<file path="src/rtl/irqbank_pkg.sv">
package irqbank_pkg;

    localparam int DATA_W_DEF = 32;
    localparam int ADDR_W_DEF = 8;
    localparam int IRQ_W_DEF  = 10;

    // Sources that exist; bit 8 is a hole in the layout
    localparam logic [IRQ_W_DEF-1:0] IMPL_DEF = 10'h2FF;

    localparam logic [ADDR_W_DEF-1:0] OFS_STATUS_DEF  = 8'h10;
    localparam logic [ADDR_W_DEF-1:0] OFS_MASK_DEF    = 8'h20;
    localparam logic [ADDR_W_DEF-1:0] OFS_UNMASK_DEF  = 8'h24;
    localparam logic [ADDR_W_DEF-1:0] OFS_MASKSET_DEF = 8'h28;

    // One-hot register selection produced by the decoder
    typedef struct packed {
        logic sts;
        logic msk;
        logic unm;
        logic mst;
    } regsel_t;

    typedef enum logic [1:0] {
        RSRC_ZERO,
        RSRC_STATUS,
        RSRC_MASK
    } rdsrc_e;

    // Only status and mask are readable; everything else yields zero
    function automatic rdsrc_e pick_read_source(regsel_t s);
        rdsrc_e r;
        r = RSRC_ZERO;
        if (s.sts)      r = RSRC_STATUS;
        else if (s.msk) r = RSRC_MASK;
        else if (s.unm || s.mst) r = RSRC_ZERO;
        return r;
    endfunction

endpackage

</file>
<file path="src/rtl/irqbank_decode.sv">
module irqbank_decode
    import irqbank_pkg::*;
#(
    parameter int                ADDR_W      = ADDR_W_DEF,
    parameter logic [ADDR_W-1:0] OFS_STATUS  = OFS_STATUS_DEF,
    parameter logic [ADDR_W-1:0] OFS_MASK    = OFS_MASK_DEF,
    parameter logic [ADDR_W-1:0] OFS_UNMASK  = OFS_UNMASK_DEF,
    parameter logic [ADDR_W-1:0] OFS_MASKSET = OFS_MASKSET_DEF
) (
    input  logic [ADDR_W-1:0] addr,
    input  logic              wr,
    output regsel_t           rsel,
    output regsel_t           wsel
);

    always_comb begin
        rsel.sts = (addr == OFS_STATUS);
        rsel.msk = (addr == OFS_MASK);
        rsel.unm = (addr == OFS_UNMASK);
        rsel.mst = (addr == OFS_MASKSET);
    end

    always_comb begin
        wsel.sts = wr && rsel.sts;
        wsel.msk = wr && rsel.msk;
        wsel.unm = wr && rsel.unm;
        wsel.mst = wr && rsel.mst;
    end

endmodule

</file>
<file path="src/rtl/irqbank_status.sv">
module irqbank_status
    import irqbank_pkg::*;
#(
    parameter int               IRQ_W = IRQ_W_DEF,
    parameter logic [IRQ_W-1:0] IMPL  = IMPL_DEF
) (
    input  logic             clk,
    input  logic             rst,
    input  logic [IRQ_W-1:0] evt,
    input  logic             clr_en,
    input  logic [IRQ_W-1:0] clr_bits,
    output logic [IRQ_W-1:0] q
);

    for (genvar i = 0; i < IRQ_W; i++) begin : g_bit
        if (IMPL[i]) begin : g_live
            logic bit_q;
            always_ff @(posedge clk) begin
                if (rst)
                    bit_q <= 1'b0;
                else if (evt[i])
                    bit_q <= 1'b1;          // a new event beats a clear
                else if (clr_en && clr_bits[i])
                    bit_q <= 1'b0;
            end
            assign q[i] = bit_q;
        end else begin : g_hole
            logic unused_evt;
            assign unused_evt = evt[i] ^ clr_bits[i];
            assign q[i] = 1'b0;
        end
    end

endmodule

</file>
<file path="src/rtl/irqbank_mask.sv">
module irqbank_mask
    import irqbank_pkg::*;
#(
    parameter int               IRQ_W = IRQ_W_DEF,
    parameter logic [IRQ_W-1:0] IMPL  = IMPL_DEF
) (
    input  logic             clk,
    input  logic             rst,
    input  logic             unmask_en,
    input  logic             maskset_en,
    input  logic [IRQ_W-1:0] bits,
    output logic [IRQ_W-1:0] q
);

    for (genvar i = 0; i < IRQ_W; i++) begin : g_bit
        if (IMPL[i]) begin : g_live
            logic bit_q;
            always_ff @(posedge clk) begin
                if (rst)
                    bit_q <= 1'b1;
                else if (maskset_en && bits[i])
                    bit_q <= 1'b1;
                else if (unmask_en && bits[i])
                    bit_q <= 1'b0;
            end
            assign q[i] = bit_q;
        end else begin : g_hole
            logic unused_bit;
            assign unused_bit = bits[i];
            assign q[i] = 1'b0;
        end
    end

endmodule

</file>
<file path="src/rtl/irq_regbank.sv">
module irq_regbank
    import irqbank_pkg::*;
#(
    parameter int                DATA_W      = DATA_W_DEF,
    parameter int                ADDR_W      = ADDR_W_DEF,
    parameter int                IRQ_W       = IRQ_W_DEF,
    parameter logic [IRQ_W-1:0]  IMPL        = IMPL_DEF,
    parameter logic [ADDR_W-1:0] OFS_STATUS  = OFS_STATUS_DEF,
    parameter logic [ADDR_W-1:0] OFS_MASK    = OFS_MASK_DEF,
    parameter logic [ADDR_W-1:0] OFS_UNMASK  = OFS_UNMASK_DEF,
    parameter logic [ADDR_W-1:0] OFS_MASKSET = OFS_MASKSET_DEF
) (
    input  logic              clk,
    input  logic              rst,
    input  logic [ADDR_W-1:0] bus_addr,
    input  logic              bus_wr,
    input  logic [DATA_W-1:0] bus_wdata,
    output logic [DATA_W-1:0] bus_rdata,
    input  logic [IRQ_W-1:0]  evt_in,
    output logic              irq_out
);

    localparam int PAD_W = DATA_W - IRQ_W;

    regsel_t          rsel;
    regsel_t          wsel;
    logic [IRQ_W-1:0] wfield;
    logic [IRQ_W-1:0] status_q;
    logic [IRQ_W-1:0] mask_q;
    logic [PAD_W-1:0] unused_hi;
    logic             unused_mskwr;

    assign wfield       = bus_wdata[IRQ_W-1:0];
    assign unused_hi    = bus_wdata[DATA_W-1:IRQ_W];
    assign unused_mskwr = wsel.msk;   // mask offset is read-only

    irqbank_decode #(
        .ADDR_W     (ADDR_W),
        .OFS_STATUS (OFS_STATUS),
        .OFS_MASK   (OFS_MASK),
        .OFS_UNMASK (OFS_UNMASK),
        .OFS_MASKSET(OFS_MASKSET)
    ) u_decode (
        .addr(bus_addr),
        .wr  (bus_wr),
        .rsel(rsel),
        .wsel(wsel)
    );

    irqbank_status #(
        .IRQ_W(IRQ_W),
        .IMPL (IMPL)
    ) u_status (
        .clk     (clk),
        .rst     (rst),
        .evt     (evt_in),
        .clr_en  (wsel.sts),
        .clr_bits(wfield),
        .q       (status_q)
    );

    irqbank_mask #(
        .IRQ_W(IRQ_W),
        .IMPL (IMPL)
    ) u_mask (
        .clk       (clk),
        .rst       (rst),
        .unmask_en (wsel.unm),
        .maskset_en(wsel.mst),
        .bits      (wfield),
        .q         (mask_q)
    );

    always_comb begin
        unique case (pick_read_source(rsel))
            RSRC_STATUS: bus_rdata = {{PAD_W{1'b0}}, status_q};
            RSRC_MASK:   bus_rdata = {{PAD_W{1'b0}}, mask_q};
            default:     bus_rdata = '0;
        endcase
    end

    assign irq_out = |(status_q & ~mask_q);

endmodule

</file>
<file path="config.mk">
export PLATFORM = sky130hd
export DESIGN_NAME = irq_regbank
export DESIGN_NICKNAME = d
export VERILOG_FILES = /design/src/rtl/irqbank_pkg.sv /design/src/rtl/irqbank_decode.sv /design/src/rtl/irqbank_status.sv /design/src/rtl/irqbank_mask.sv /design/src/rtl/irq_regbank.sv
export SDC_FILE = /design/constraint.sdc
export NUM_CORES = 1
export LEC_CHECK = 0
export BUFFER_PORTS_ARGS = -buffer_cell sky130_fd_sc_hd__buf_2
export CORE_MARGIN = 5
export CORE_UTILIZATION = 39
export DETAILED_ROUTE_END_ITERATION = 8
export PLACE_DENSITY_LB_ADDON = 0.2
export SETUP_SLACK_MARGIN = 0.1
export SYNTH_ARGS = -nofsm -noshare
export SYNTH_HDL_FRONTEND = slang
export SYNTH_SLANG_ARGS = --single-unit
</file>
<file path="constraint.sdc">
create_clock -name clk -period 1.2 [get_ports clk]
set_input_delay 0.06 -clock clk [delete_from_list [all_inputs] [get_ports clk]]
set_output_delay 0.06 -clock clk [all_outputs]
set_load 0.03 [all_outputs]
</file>
==> load_flow_metrics.sql <==
INSERT INTO impl_metrics (metric_group, metric, value, unit) VALUES
('power_and_ir_drop', 'p_total', '0.00134', 'W'),
('placement', 'placement.io_buffers', '38', ''),
('clock_tree', 'clk-insertion-delay-late', '0.29', 'ns'),
('layout', 'layoutNonFillerInstCount', '222', ''),
('routing', 'num_vias', '1182', ''),
('yosys', 'synthTopCellsByArea', 'sky130_fd_sc_hd__dfxtp_1 32%, sky130_fd_sc_hd__buf_4 18%, sky130_fd_sc_hd__a221o_1 8.0%', ''),
('yosys', 'netlist_instances', '125', ''),
('power_and_ir_drop', 'peakVddDrop', '0.649', 'mV'),
('layout', 'seq_area', '370', 'um^2'),
('floorplanning', 'initial_utilization', '0.406', ''),
('routing', 'antenna_nets_post_route', '0', ''),
('status', 'status', 'finished with violations', ''),
('power_and_ir_drop', 'power.density', '745', 'nW/um^2'),
('timing', 'setup_viol', '10', ''),
('worst_setup_path', 'critPathLaunch', 'u_mask.g_bit[2].g_live.bit_q', ''),
('worst_setup_path', 'timing.critical_path.fanout_max', '3', ''),
('yosys', 'ys_top_cells_by_count', '27 x sky130_fd_sc_hd__buf_4, 18 x sky130_fd_sc_hd__dfxtp_1, 13 x sky130_fd_sc_hd__nor2b_1, 10 x sky130_fd_sc_hd__nor2_1', ''),
('worst_hold_path', 'worst_min_delay_path_class', 'in2reg', ''),
('yosys', 'synth_top_area_share', '0.322', ''),
('yosys', 'avgSynthCellArea', '8.96', 'um^2'),
('timing', 'final_critical_path_time_including_i_o_delays_and_setup', '1.50', 'ns'),
('clock_tree', 'cts_buffers', '3', ''),
('placement', 'post_dp_cell_area', '1370', 'um^2'),
('global_route', 'grt_overflow', '0', ''),
('power_and_ir_drop', 'cell_internal_pwr', '0.000932', 'W'),
('layout', 'fillerInstances', '229', ''),
('flow_run', 'cap_violations', '0', ''),
('global_route', 'grt.total_usage', '0.163', ''),
('yosys', 'yosys_warnings', '0', ''),
('timing', 'final.setup.worst_slack', '-0.299', 'ns'),
('yosys', 'synth-edff-count', '0', ''),
('yosys', 'yosysUniqueCellTypes', '22', ''),
('floorplanning', 'placementRows', '19', ''),
('clock_tree', 'root_buffer', 'sky130_fd_sc_hd__clkbuf_4', ''),
('worst_setup_path', 'timing.rr.start', 'u_mask.g_bit[6].g_live.bit_q', ''),
('placement', 'detailedPlace.worstSlack', '-0.195', 'ns'),
('clock_tree', 'path_clk_slew', '0.10', 'ns'),
('worst_setup_path', 'crit_type', 'reg2out', ''),
('power_and_ir_drop', 'sw_frac_of_total', '0.302', ''),
('yosys', 'netlist_area', '1120', 'um^2'),
('power_and_ir_drop', 'power.sequential.fraction', '0.479', ''),
('yosys', 'postSynth.asyncResetShare', '0', ''),
('yosys', 'yosys_most_used_dff', 'sky130_fd_sc_hd__dfxtp_1', ''),
('timing', 'skew', '0', 'ns'),
('layout', 'nNetsFinal', '245', ''),
('worst_setup_path', 'worstPathArrival', '1.44', 'ns'),
('routing', 'post_drt_wl_per_cell', '15.8', 'um'),
('worst_setup_path', 'critical_path.reg2reg.endpoint', 'u_mask.g_bit[6].g_live.bit_q', ''),
('global_route', 'number_of_antenna_violations_at_the_first_check_in_global_routing', '0', ''),
('placement', 'dp.final_hpwl', '2220', 'um'),
('routing', 'drt_pass1_iterations', '4', ''),
('worst_setup_path', 'crit_path_end', 'irq_out', ''),
('floorplanning', 'core_region_area', '2760', 'um^2'),
('yosys', 'library_cell_occupying_the_most_area_in_the_post_synthesis_netlist', 'sky130_fd_sc_hd__dfxtp_1', ''),
('clock_tree', 'clock_path_buffers', '2', ''),
('clock_tree', 'clock_tree.htree_level_count', '1', ''),
('routing', 'detail_route.wirelength', '3510', 'um'),
('worst_setup_path', 'required', '1.14', 'ns'),
('worst_setup_path', 'timing.critical_path.from_type', 'flip-flop', ''),
('worst_setup_path', 'setup.worst_path.end_class', 'output port', ''),
('floorplanning', 'top_level_ports', '86', ''),
('status', 'violations', 'negative setup slack', ''),
('layout', 'final_standard_cell_area_without_fillers', '1790', 'um^2'),
('yosys', 'flip_flop_and_latch_count_after_synthesis', '18', ''),
('yosys', 'yosysSeqAreaShare', '0.322', ''),
('floorplanning', 'die_height', '63.6', 'um'),
('layout', 'drive_gt1_frac', '0.482', ''),
('power_and_ir_drop', 'relative_contribution_of_the_clock_network_to_total_power', '0.281', ''),
('floorplanning', 'die_width', '63.6', 'um'),
('layout', 'layout-area-overhead-vs-synth', '60.1', '%'),
('power_and_ir_drop', 'comb_power_share', '0.240', '');
-- final cells by class --
| class | instances | area share |
|---|---|---|
| flip-flops and latches | 18 | 0.207 |
| inverters | 6 | 0.0126 |
| well taps | 31 | 0.0216 |
| multi-input cells | 92 | 0.410 |
| repair buffers | 71 | 0.329 |
| clock buffers | 4 | 0.0202 |
-- flip-flops by register name, summed over array words and instances, names as in the netlist --
signal / flops
u_status.g_bit.g_live.bit_q: 9
u_mask.g_bit.g_live.bit_q: 9
-- per-stage QoR --
stage | setup TNS [ns] | utilization
finish | -0.863 | 0.650
global route | -1.39 | 0.650
CTS | -0.820 | 0.618
detailed placement | -2.81 | 0.496
global placement | -2.06 | 0.496
floorplan | 0 | -
-- per-layer routing --
layer  GRT usage  vias to the layer above  share of wire
met2       0.282                       67           0.49
met1       0.185                      539           0.38
met4      0.0857                        0          0.041
li1            -                      560              -
met3      0.0320                       16          0.089
met5           0                        -              0
-- worst max-delay path, cell delays in order (launching register included) --
cell                       delay, ns
sky130_fd_sc_hd__dfxtp_2        0.35
sky130_fd_sc_hd__inv_1          0.05
sky130_fd_sc_hd__a222oi_1       0.42
sky130_fd_sc_hd__nand3_1        0.16
sky130_fd_sc_hd__buf_6          0.17
-- kinds of logic (layout without fill, tap and decap cells) --
logic type	count (synthesis)	after routing	share of synthesized area
other	1	23	0.00335
and+or+nand+nor	39	39	0.215
buffers and inverters	37	81	0.216
DFF	18	18	0.322
AOI/OAI and AO/OA	30	30	0.245
-- how the worst min path moves through the flow --
| stage | startpoint | endpoint | cells past startpoint |
|---|---|---|---|
| 3_3_place_gp | bus_wdata[1] | u_status.g_bit[1].g_live.bit_q | 2 |
| 2_1_floorplan | bus_wdata[0] | u_status.g_bit[0].g_live.bit_q | 1 |
| 5_1_grt | evt_in[3] | u_status.g_bit[3].g_live.bit_q | 3 |
| 3_5_place_dp | bus_wdata[1] | u_status.g_bit[1].g_live.bit_q | 2 |
| 6_report | evt_in[3] | u_status.g_bit[3].g_live.bit_q | 3 |
| 4_1_cts | bus_wdata[2] | u_status.g_bit[2].g_live.bit_q | 2 |
-- timing repair --
action	CTS	global route
endpoints found under the setup margin	10	25
gates resized for setup	39	18
cloned	1	0
buffers inserted	6	2
hold buffers	8	1
pin swaps	9	8
endpoints found under the hold margin	8	1
-- power groups by stage --
stage	clock, W	sequential (W)	combinational (W)
after floorplan	0	0.000645	0.000216
after global placement	0	0.000648	0.000255
after detailed placement	0	0.000650	0.000260
after CTS	0.000375	0.000638	0.000301
after global routing	0.000417	0.000644	0.000346
final	0.000376	0.000640	0.000320
-- cell usage in the layout (no fill, tap or decap), types with 2 or more instances in the layout --
master / instances
sky130_fd_sc_hd__a221o_1: 9
sky130_fd_sc_hd__a22o_4: 8
sky130_fd_sc_hd__a311oi_1: 8
sky130_fd_sc_hd__and4b_2: 2
sky130_fd_sc_hd__buf_12: 2
sky130_fd_sc_hd__buf_2: 26
sky130_fd_sc_hd__buf_4: 20
sky130_fd_sc_hd__buf_6: 11
sky130_fd_sc_hd__buf_8: 2
sky130_fd_sc_hd__clkbuf_4: 3
sky130_fd_sc_hd__conb_1: 23
sky130_fd_sc_hd__dfxtp_1: 10
sky130_fd_sc_hd__dfxtp_2: 8
sky130_fd_sc_hd__dlygate4sd3_1: 9
sky130_fd_sc_hd__inv_1: 6
sky130_fd_sc_hd__nand4_1: 9
sky130_fd_sc_hd__nor2_1: 10
sky130_fd_sc_hd__nor2b_1: 11
sky130_fd_sc_hd__nor2b_4: 2
No activity file was read; power rests on OpenSTA's default activity.
